==> config.mk <==
export PLATFORM = sky130hd
export DESIGN_NAME = urxb_top
export DESIGN_NICKNAME = d
export VERILOG_FILES = /design/src/rtl/urxb_pkg.sv /design/src/rtl/urxb_blockflag.sv /design/src/rtl/urxb_admit.sv /design/src/rtl/urxb_hold.sv /design/src/rtl/urxb_fifo.sv /design/src/rtl/urxb_top.sv
export SDC_FILE = /design/constraint.sdc
export NUM_CORES = 1
export LEC_CHECK = 0
export CAP_MARGIN = 25
export CELL_PAD_IN_SITES_DETAIL_PLACEMENT = 1
export CELL_PAD_IN_SITES_GLOBAL_PLACEMENT = 1
export CORE_ASPECT_RATIO = 0.6
export CORE_MARGIN = 2
export CORE_UTILIZATION = 40
export CTS_CLUSTER_SIZE = 12
export DETAILED_ROUTE_END_ITERATION = 10
export DONT_BUFFER_PORTS = 1
export PLACE_DENSITY_LB_ADDON = 0.1
export REMOVE_ABC_BUFFERS = 1
export SETUP_SLACK_MARGIN = 0.15
export SYNTH_ARGS = -nofsm -noshare
export SYNTH_HDL_FRONTEND = slang
export SYNTH_SLANG_ARGS = --single-unit
==> constraint.sdc <==
create_clock -name clk -period 1.5 [get_ports clk]
set_input_delay 0.3 -clock clk [delete_from_list [all_inputs] [get_ports clk]]
set_output_delay 0.3 -clock clk [all_outputs]
set_load 0.05 [all_outputs]
==> src/rtl/urxb_pkg.sv <==
package urxb_pkg;
  // Markers carried with each frame through every storage stage.
  typedef struct packed {
    logic addr;
    logic ferr;
    logic perr;
  } rx_stat_t;
endpackage

==> src/rtl/urxb_blockflag.sv <==
module urxb_blockflag (
  input  logic clk,
  input  logic rst_n,
  input  logic set_i,
  input  logic clr_i,
  output logic blocked_o
);
  // Set has priority over clear when both commands arrive together.
  always_ff @(posedge clk or negedge rst_n) begin
    if (!rst_n)     blocked_o <= 1'b0;
    else if (set_i) blocked_o <= 1'b1;
    else if (clr_i) blocked_o <= 1'b0;
  end
endmodule

==> src/rtl/urxb_admit.sv <==
module urxb_admit (
  input  logic blocked_i,
  input  logic mp_mode_i,
  input  logic valid_i,
  input  logic perr_i,
  input  logic ferr_i,
  input  logic addr_i,
  output logic accept_o,
  output logic perr_ev_o,
  output logic ferr_ev_o
);
  logic clean;
  logic bypass;

  always_comb begin
    clean     = !perr_i && !ferr_i;
    // Only a clean address frame in multiprocessor mode passes the block.
    bypass    = mp_mode_i && addr_i && clean;
    accept_o  = valid_i && (!blocked_i || bypass);
    perr_ev_o = accept_o && perr_i;
    ferr_ev_o = accept_o && ferr_i;
  end
endmodule

==> src/rtl/urxb_hold.sv <==
module urxb_hold #(
  parameter int DW = 8
) (
  input  logic                clk,
  input  logic                rst_n,
  input  logic                load_i,
  input  logic                vacate_i,
  input  logic [DW-1:0]       data_i,
  input  urxb_pkg::rx_stat_t  stat_i,
  output logic                valid_o,
  output logic [DW-1:0]       data_o,
  output urxb_pkg::rx_stat_t  stat_o
);
  always_ff @(posedge clk or negedge rst_n) begin
    if (!rst_n) begin
      valid_o <= 1'b0;
      data_o  <= '0;
      stat_o  <= '0;
    end else if (load_i) begin
      valid_o <= 1'b1;
      data_o  <= data_i;
      stat_o  <= stat_i;
    end else if (vacate_i) begin
      valid_o <= 1'b0;
    end
  end
endmodule

==> src/rtl/urxb_fifo.sv <==
module urxb_fifo #(
  parameter int DW    = 8,
  parameter int DEPTH = 2
) (
  input  logic                clk,
  input  logic                rst_n,
  input  logic                flush_i,
  input  logic                wr_i,
  input  logic [DW-1:0]       wr_data_i,
  input  urxb_pkg::rx_stat_t  wr_stat_i,
  input  logic                rd_i,
  output logic [DW-1:0]       rd_data_o,
  output urxb_pkg::rx_stat_t  rd_stat_o,
  output logic                nonempty_o,
  output logic                full_o
);
  localparam int PW = (DEPTH > 1) ? $clog2(DEPTH) : 1;
  localparam int CW = $clog2(DEPTH + 1);

  logic [PW-1:0] rd_ptr, wr_ptr, wr_idx;
  logic [CW-1:0] cnt;
  logic [DW-1:0] slot_data [DEPTH];
  urxb_pkg::rx_stat_t slot_stat [DEPTH];

  function automatic logic [PW-1:0] bump(input logic [PW-1:0] p);
    return (p == PW'(DEPTH - 1)) ? '0 : PW'(p + 1'b1);
  endfunction

  // A flush restarts the pointers, so a write in the same cycle lands in slot 0.
  assign wr_idx = flush_i ? '0 : wr_ptr;

  always_ff @(posedge clk or negedge rst_n) begin
    if (!rst_n) begin
      rd_ptr <= '0;
      wr_ptr <= '0;
      cnt    <= '0;
    end else if (flush_i) begin
      rd_ptr <= '0;
      wr_ptr <= wr_i ? bump('0) : '0;
      cnt    <= wr_i ? CW'(1) : '0;
    end else begin
      if (rd_i) rd_ptr <= bump(rd_ptr);
      if (wr_i) wr_ptr <= bump(wr_ptr);
      case ({wr_i, rd_i})
        2'b10:   cnt <= cnt + 1'b1;
        2'b01:   cnt <= cnt - 1'b1;
        default: cnt <= cnt;
      endcase
    end
  end

  for (genvar i = 0; i < DEPTH; i++) begin : g_slot
    logic [DW-1:0]      d_q;
    urxb_pkg::rx_stat_t s_q;
    always_ff @(posedge clk or negedge rst_n) begin
      if (!rst_n) begin
        d_q <= '0;
        s_q <= '0;
      end else if (wr_i && wr_idx == PW'(i)) begin
        d_q <= wr_data_i;
        s_q <= wr_stat_i;
      end
    end
    assign slot_data[i] = d_q;
    assign slot_stat[i] = s_q;
  end

  assign rd_data_o  = slot_data[rd_ptr];
  assign rd_stat_o  = slot_stat[rd_ptr];
  assign nonempty_o = (cnt != '0);
  assign full_o     = (cnt == CW'(DEPTH));
endmodule

==> src/rtl/urxb_top.sv <==
module urxb_top #(
  parameter int DW    = 8,
  parameter int DEPTH = 2
) (
  input  logic          clk,
  input  logic          rst_n,
  input  logic          mp_mode,
  input  logic          cmd_block_on,
  input  logic          cmd_block_off,
  input  logic          cmd_clear,
  input  logic          in_valid,
  input  logic [DW-1:0] in_data,
  input  logic          in_perr,
  input  logic          in_ferr,
  input  logic          in_addr,
  output logic          rd_valid,
  input  logic          rd_ready,
  output logic [DW-1:0] rd_data,
  output logic          rd_perr,
  output logic          rd_ferr,
  output logic          rd_addr,
  output logic          blocked,
  output logic          ev_load,
  output logic          ev_ovf,
  output logic          ev_perr,
  output logic          ev_ferr
);
  import urxb_pkg::*;

  logic     accept, perr_ev, ferr_ev;
  logic     fifo_full, pop, room, hold_live;
  logic     move, direct, to_hold, drop_hold, ovf, fifo_wr;
  logic     hold_v;
  logic [DW-1:0] hold_d, wr_data;
  rx_stat_t hold_s, in_stat, wr_stat, head_s;

  assign in_stat = '{addr: in_addr, ferr: in_ferr, perr: in_perr};

  urxb_blockflag u_blk (
    .clk       (clk),
    .rst_n     (rst_n),
    .set_i     (cmd_block_on),
    .clr_i     (cmd_block_off),
    .blocked_o (blocked)
  );

  // Admission uses the block state of the completing cycle.
  urxb_admit u_admit (
    .blocked_i (blocked),
    .mp_mode_i (mp_mode),
    .valid_i   (in_valid),
    .perr_i    (in_perr),
    .ferr_i    (in_ferr),
    .addr_i    (in_addr),
    .accept_o  (accept),
    .perr_ev_o (perr_ev),
    .ferr_ev_o (ferr_ev)
  );

  // Clear acts first, then a read, then the holding stage, then the new frame.
  always_comb begin
    pop       = rd_valid && rd_ready && !cmd_clear;
    room      = cmd_clear || pop || !fifo_full;
    hold_live = hold_v && !cmd_clear;
    move      = hold_live && room;
    direct    = accept && !hold_live && room;
    to_hold   = accept && (hold_live || !room);
    ovf       = hold_live && !room && in_valid;
    drop_hold = ovf && !accept;
    fifo_wr   = move || direct;
    wr_data   = move ? hold_d : in_data;
    wr_stat   = move ? hold_s : in_stat;
  end

  urxb_fifo #(.DW(DW), .DEPTH(DEPTH)) u_fifo (
    .clk        (clk),
    .rst_n      (rst_n),
    .flush_i    (cmd_clear),
    .wr_i       (fifo_wr),
    .wr_data_i  (wr_data),
    .wr_stat_i  (wr_stat),
    .rd_i       (pop),
    .rd_data_o  (rd_data),
    .rd_stat_o  (head_s),
    .nonempty_o (rd_valid),
    .full_o     (fifo_full)
  );

  urxb_hold #(.DW(DW)) u_hold (
    .clk      (clk),
    .rst_n    (rst_n),
    .load_i   (to_hold),
    .vacate_i (cmd_clear || move || drop_hold),
    .data_i   (in_data),
    .stat_i   (in_stat),
    .valid_o  (hold_v),
    .data_o   (hold_d),
    .stat_o   (hold_s)
  );

  assign rd_perr = head_s.perr;
  assign rd_ferr = head_s.ferr;
  assign rd_addr = head_s.addr;

  always_ff @(posedge clk or negedge rst_n) begin
    if (!rst_n) begin
      ev_load <= 1'b0;
      ev_ovf  <= 1'b0;
      ev_perr <= 1'b0;
      ev_ferr <= 1'b0;
    end else begin
      ev_load <= fifo_wr;
      ev_ovf  <= ovf;
      ev_perr <= perr_ev;
      ev_ferr <= ferr_ev;
    end
  end
endmodule

* After elaboration in Yosys (flattened, before gate mapping) *
Index checks and enable logic that the tools add are counted.

storage, ports and cells
  flip-flop bits (word level) = 43
  input bits = 19
  output and inout bits = 17
  logic and storage cells = 93

cells by class
  add/subtract/negate cells = 4
  order comparisons = 1
  equality and inequality tests = 3
  multiplexer cells = 23
  bitwise gates (word level) = 2
  reduce and logical (&&, ||, !) cells = 39

operators with widths
  cell                   count
  $mux W8                4
  $logic_and A1 B1 Y1    18
  $mux W1                13
  $mux W3                4
  $reduce_bool A2 Y1     5
  $logic_not A1 Y1       8
  $logic_or A1 B1 Y1     7
  $eq A2 B2 Y1 const B   2
  $pmux W2 S2            1
  $reduce_bool A3 Y1     1
  $add A1 B1 Y1 const B  2
  $add A2 B1 Y2 const B  1
  $eq A2 B1 Y1 const B   1
  $ge A2 B2 Y1 const B   1
  $mux W2                1
  $not A1 Y2             1
  $sub A2 B1 Y2 const B  1
  $not A1 Y1             1

* Longest topological paths before layout *
  depth in word-level cells = 12
  gate-level depth with buffers = 5
  depth with buffers taken out = 4

* Hierarchy *
From an unflattened synthesis, not the netlist that was laid out.

second synthesis, totals
  cells, all modules = 139
  area total of the unflattened synthesis = 2127.0 um^2

modules (own cells, without submodules)
  module          instances  cells an instance  area each (um^2)  sequential area each (um^2)
  urxb_fifo       1          78                 1189.9            650.6
  urxb_hold       1          26                 481.7             300.3
  urxb_top        1          28                 381.6             100.1
  urxb_admit      1          4                  37.5              0.0
  urxb_blockflag  1          3                  36.3              25.0

* Worst setup path before layout *
No wires, ideal clock.

  kind = reg-to-reg
  start = register u_blk.blocked_o
  end = register u_fifo.g_slot[0].d_q[0]
  library setup time = 125 ps
  data arrival time = 1610 ps
  data required time = 1375 ps
  setup slack = -235 ps
  cell stages (with the launch flop) = 5
  buffers on the path = 1
  clock period less this slack = 1735 ps
  cells stage by stage = dfrtp_1 a21bo_2 a211oi_2 buf_6 mux2_2

between the ends
  longest elaborated chain between the ends = 7

RTL lines
  what                               RTL line              RTL
  start, declared                    urxb_blockflag.sv:6   output logic blocked_o
  start signal, assigned             urxb_blockflag.sv:10  if (!rst_n) blocked_o <= 1'b0;
  start signal, assigned             urxb_blockflag.sv:11  else if (set_i) blocked_o <= 1'b1;
  start signal, assigned             urxb_blockflag.sv:12  else if (clr_i) blocked_o <= 1'b0;
  $logic_not A1 Y1                   urxb_admit.sv:19      accept_o = valid_i && (!blocked_i || bypass);
  $logic_or A1 B1 Y1                 urxb_admit.sv:19
  $logic_and A1 B1 Y1                urxb_admit.sv:19
  $logic_and A1 B1 Y1 (2 in series)  urxb_top.sv:66        direct = accept && !hold_live && room;
  $logic_or A1 B1 Y1                 urxb_top.sv:70        fifo_wr = move || direct;
  $logic_and A1 B1 Y1                urxb_fifo.sv:59       end else if (wr_i && wr_idx == PW'(i)) begin
  end signal, assigned               urxb_fifo.sv:60       d_q <= wr_data_i;
  end, declared                      urxb_fifo.sv:53       logic [DW-1:0] d_q;

Every way passes these cells.
A chain may end at the register's enable or synchronous reset.

* Worst setup path in the final report *
  start = register u_fifo.rd_ptr
  end = output rd_data[0]

between the ends
  longest elaborated chain between the ends = 4

RTL lines
  what                                         RTL line         RTL
  start, declared                              urxb_fifo.sv:20  logic [PW-1:0] rd_ptr, wr_ptr, wr_idx;
  start signal, assigned                       urxb_fifo.sv:42  if (rd_i) rd_ptr <= bump(rd_ptr);
  $not A1 Y2 (implied by the code)             urxb_fifo.sv:68  assign rd_data_o = slot_data[rd_ptr];
  $mux W8 (implied by the code) (3 in series)  urxb_fifo.sv:68
  end, declared                                urxb_top.sv:18   output logic [DW-1:0] rd_data,

Every way passes these cells. The select of a mux whose other input is x is not followed.

==> flow_summary.yaml <==
clock_tree:
  clockBufferDepth: 2
  worstSkewPairLatency_ns: 0.29
  cts_tree: "done"
  cts_buffers: 5
  root_buffer: "clkbuf_8"
  cts_sinks: 43
  clk_pin_slew_ns: 0.08
  htreeDepth: 2
yosys:
  async_flop_share_pct: 100
  syn_area_um2: 2080
  synth_top_area_share_pct: 51.7
  seq_area_frac_synth_pct: 51.7
  synthTopCellsByArea: "dfrtp_1 52%, mux2_2 24%, mux2_4 7.2%"
  synth_ff_type: "dfrtp_1"
  yosysWarnings: 0
  syn_inst: 143
  synth_edf_count: 0
  ys_seq_elements: 43
  synth_area_per_cell_um2: 14.5
  ys_types: 31
  yosys.area.top_type: "dfrtp_1"
worst_hold_path:
  hold_path.class: "in2reg"
  hold_depth: 1
  whs_endpoint: "u_fifo.rd_ptr$_DFFE_PN0P_"
  hold_start: "cmd_clear"
placed_design:
  dp_slack_ns: -0.188
  gp_congestion: 0.766
  dp.cells: 225
  port_buffers: 0
  place_area_um2: 2300
  dp_hpwl_um: 3120
sta:
  finalHoldViolations: 0
  period_share_pct: 108
  skew_ns: 0.00918
  fin_ws_ns: -0.119
  rsz0062_at_grt: "true"
  relSlewSlack_pct: 70.0
  tightest_slew_ns: 0.450
  fmax_ghz: 0.618
  setup_viol: 45
  fin_crit_ns: 1.62
  report.final.slew_viol_count: 0
setup_path:
  r2r-end: "u_hold.stat_o[0]$_DFFE_PN0P_"
  crit_type: "reg2out"
  r2r_cells: 5
  cp_data_required_time_ns: 1.20
  crit_path_end_kind: "output port"
  r2r_start: "u_fifo.cnt[0]$_DFFE_PN0P_"
  start_kind: "flop"
  cp_max_fo: 4
  critPathArrivalTime_ns: 1.32
  rrSetupSlack_ns: -0.11
routing:
  via_per_inst: 5.08
  drtIter0Drc: 38
  drc: 0
  routed_wirelength_um: 4840
  firstDrtPassIters: 4
  vias: 1264
  avgRoutedWirePerCell_um: 19.4
  ant_nets: 0
die:
  die_w_um: 97.1
  start_util_pct: 41.3
  die_h_um: 59.9
  die-area_um2: 5810
  io_pins: 36
  core_um2: 5030
  num_rows: 20
global_routing:
  grt_usage_pct: 16.7
  grt_pass1_wl_um: 7350
  grt_pass1_vias: 1415
  antenna_found_initial: 0
  grt_max_degree: 44
  overflow: 0
power_and_ir_drop:
  switching_share_pct: 31.3
  p_seq_share_pct: 42.2
  p_leak_nw: 1.37
  clock_power_share_pct: 26.2
  p_int_mw: 2.45
  ir_worst_vdd_mv: 0.599
  p_comb_share_pct: 31.6
  p_sw_mw: 1.12
  powerDensity_nw_per_um2: 1240
finish:
  fin_nets: 201
  drive_above_1_share_pct: 67.8
  nFillCells: 475
  design_area_um2: 2870
  synthToLayoutAreaGrowth_pct: 38.1
  layout.area.seq_um2: 1080
  layout.cells.non_filler: 249
  multi_input_area_um2: 1180
  n_antenna_cell: 0
status:
  violations: "negative setup slack"
  status: "finished with violations"
flow_run:
  cap_viol_max_count: 0
worst max path at each step:
stage | startpoint | end | depth (start not counted)
floorplan | u_blk.blocked_o$_DFFE_PN0P_ | u_fifo.g_slot[0].d_q[0]$_DFFE_PN0P_ | 3
global placement | in_ferr | u_fifo.g_slot[0].s_q[1]$_DFFE_PN0P_ | 5
detailed placement | in_ferr | u_fifo.g_slot[0].s_q[1]$_DFFE_PN0P_ | 5
CTS | u_fifo.rd_ptr$_DFFE_PN0P_ | rd_data[3] | 2
global route | u_fifo.cnt[0]$_DFFE_PN0P_ | u_hold.stat_o[0]$_DFFE_PN0P_ | 5
finish | u_fifo.rd_ptr$_DFFE_PN0P_ | rd_data[0] | 2
cell usage in the layout (no fill, tap or decap), types with 2 or more instances in the layout:
cell type  synthesis  final
mux2_4            10     44
dfrtp_1           43     38
buf_4              2     18
mux2_2            45     11
buf_6              2     11
clkbuf_8           0      6
dfrtp_2            0      5
inv_1              3      3
nand2_1            5      3
buf_12             0      3
buf_8              0      3
and2b_1            2      2
and3_1             3      2
a21oi_2            0      2
nand2_2            0      2
xor2_1             2      2
per-stage QoR:
| stage | utilization (%) | total power [mW] | hold slack [ns] | TNS [ns] |
|---|---|---|---|---|
| CTS | 52.4 | 3.45 | 0.0542 | -3.62 |
| detailed placement | 45.8 | 2.34 | 0.00498 | -5.03 |
| global route | 57.1 | 3.74 | 0.0474 | -6.14 |
| finish | 57.1 | 3.57 | 0.0562 | -4.06 |
| floorplan | - | 2.19 | 0.00441 | -11.63 |
| global placement | 45.8 | 2.31 | 0.00516 | -4.14 |
registers in the layout, summed over array words and instances, names as in the netlist:
register and cells:
ev_ferr 1, ev_load 1, ev_ovf 1, ev_perr 1, u_blk.blocked_o 1, u_fifo.cnt 2, u_fifo.g_slot.d_q 16, u_fifo.g_slot.s_q 6
u_fifo.rd_ptr 1, u_fifo.wr_ptr 1, u_hold.data_o 8, u_hold.stat_o 3, u_hold.valid_o 1
critical path, cell delays in order (launching register included):
cell and delay, ns:
dfrtp_2 0.47, clkbuf_16 0.18, mux2_4 0.38
cells by family (layout without fill, tap and decap cells):
logic type / after synthesis / count (layout) / share of synthesized area (%)
xor gates and xnor gates: 2 / 2 / 0.843
muxes: 56 / 56 / 32.1
AOI/OAI and AO/OA: 15 / 15 / 5.47
DFF: 43 / 43 / 51.7
buffers and inverters: 8 / 48 / 2.53
and+or+nand+nor: 19 / 19 / 7.34
cells in the mapped netlist, drive strengths merged, types with 2 or more instances:
| library cell | instances |
|---|---|
| and3 | 4 |
| dfrtp | 43 |
| xor2 | 2 |
| a21oi | 3 |
| a211oi | 3 |
| buf | 5 |
| o21ai | 3 |
| inv | 3 |
| and2b | 2 |
| mux2 | 55 |
| nand2 | 5 |
| nor2 | 2 |
final cells by class:
type	count	share of cell area (%)
sequential	43	37.7
inverter	3	0.392
timing repair buffer	37	13.9
multi-input combinational	92	41.0
clock buffer	6	2.88
clock inverter	2	1.22
tap	66	2.88
repair_timing:
item | 4_1_cts | 5_1_grt
hold buffers | 2 | 0
resized for setup | 36 | 42
cloned | 0 | 1
buffers inserted | 7 | 6
setup endpoints to repair | 48 | 50
pin swaps | 2 | 7
hold endpoints to repair | 43 | 0
power groups by stage:
stage               Clock (mW)  Sequential (mW)  Combinational (mW)
floorplan                    0             1.48               0.711
global placement             0             1.49               0.814
detailed placement           0             1.51               0.833
CTS                      0.953             1.49                1.00
global route              1.01             1.54                1.19
finish                   0.936             1.51                1.13
routing by layer:
metal | GRT usage [%] | vias up | part of all wire [%]
met5 | 0 | - | 0
met4 | 4.23 | 0 | 0.68
met3 | 5.61 | 4 | 4.4
met2 | 26.6 | 19 | 47
met1 | 22.4 | 653 | 48
li1 | - | 588 | -
Note: power is estimated with default switching activity, not from simulation.
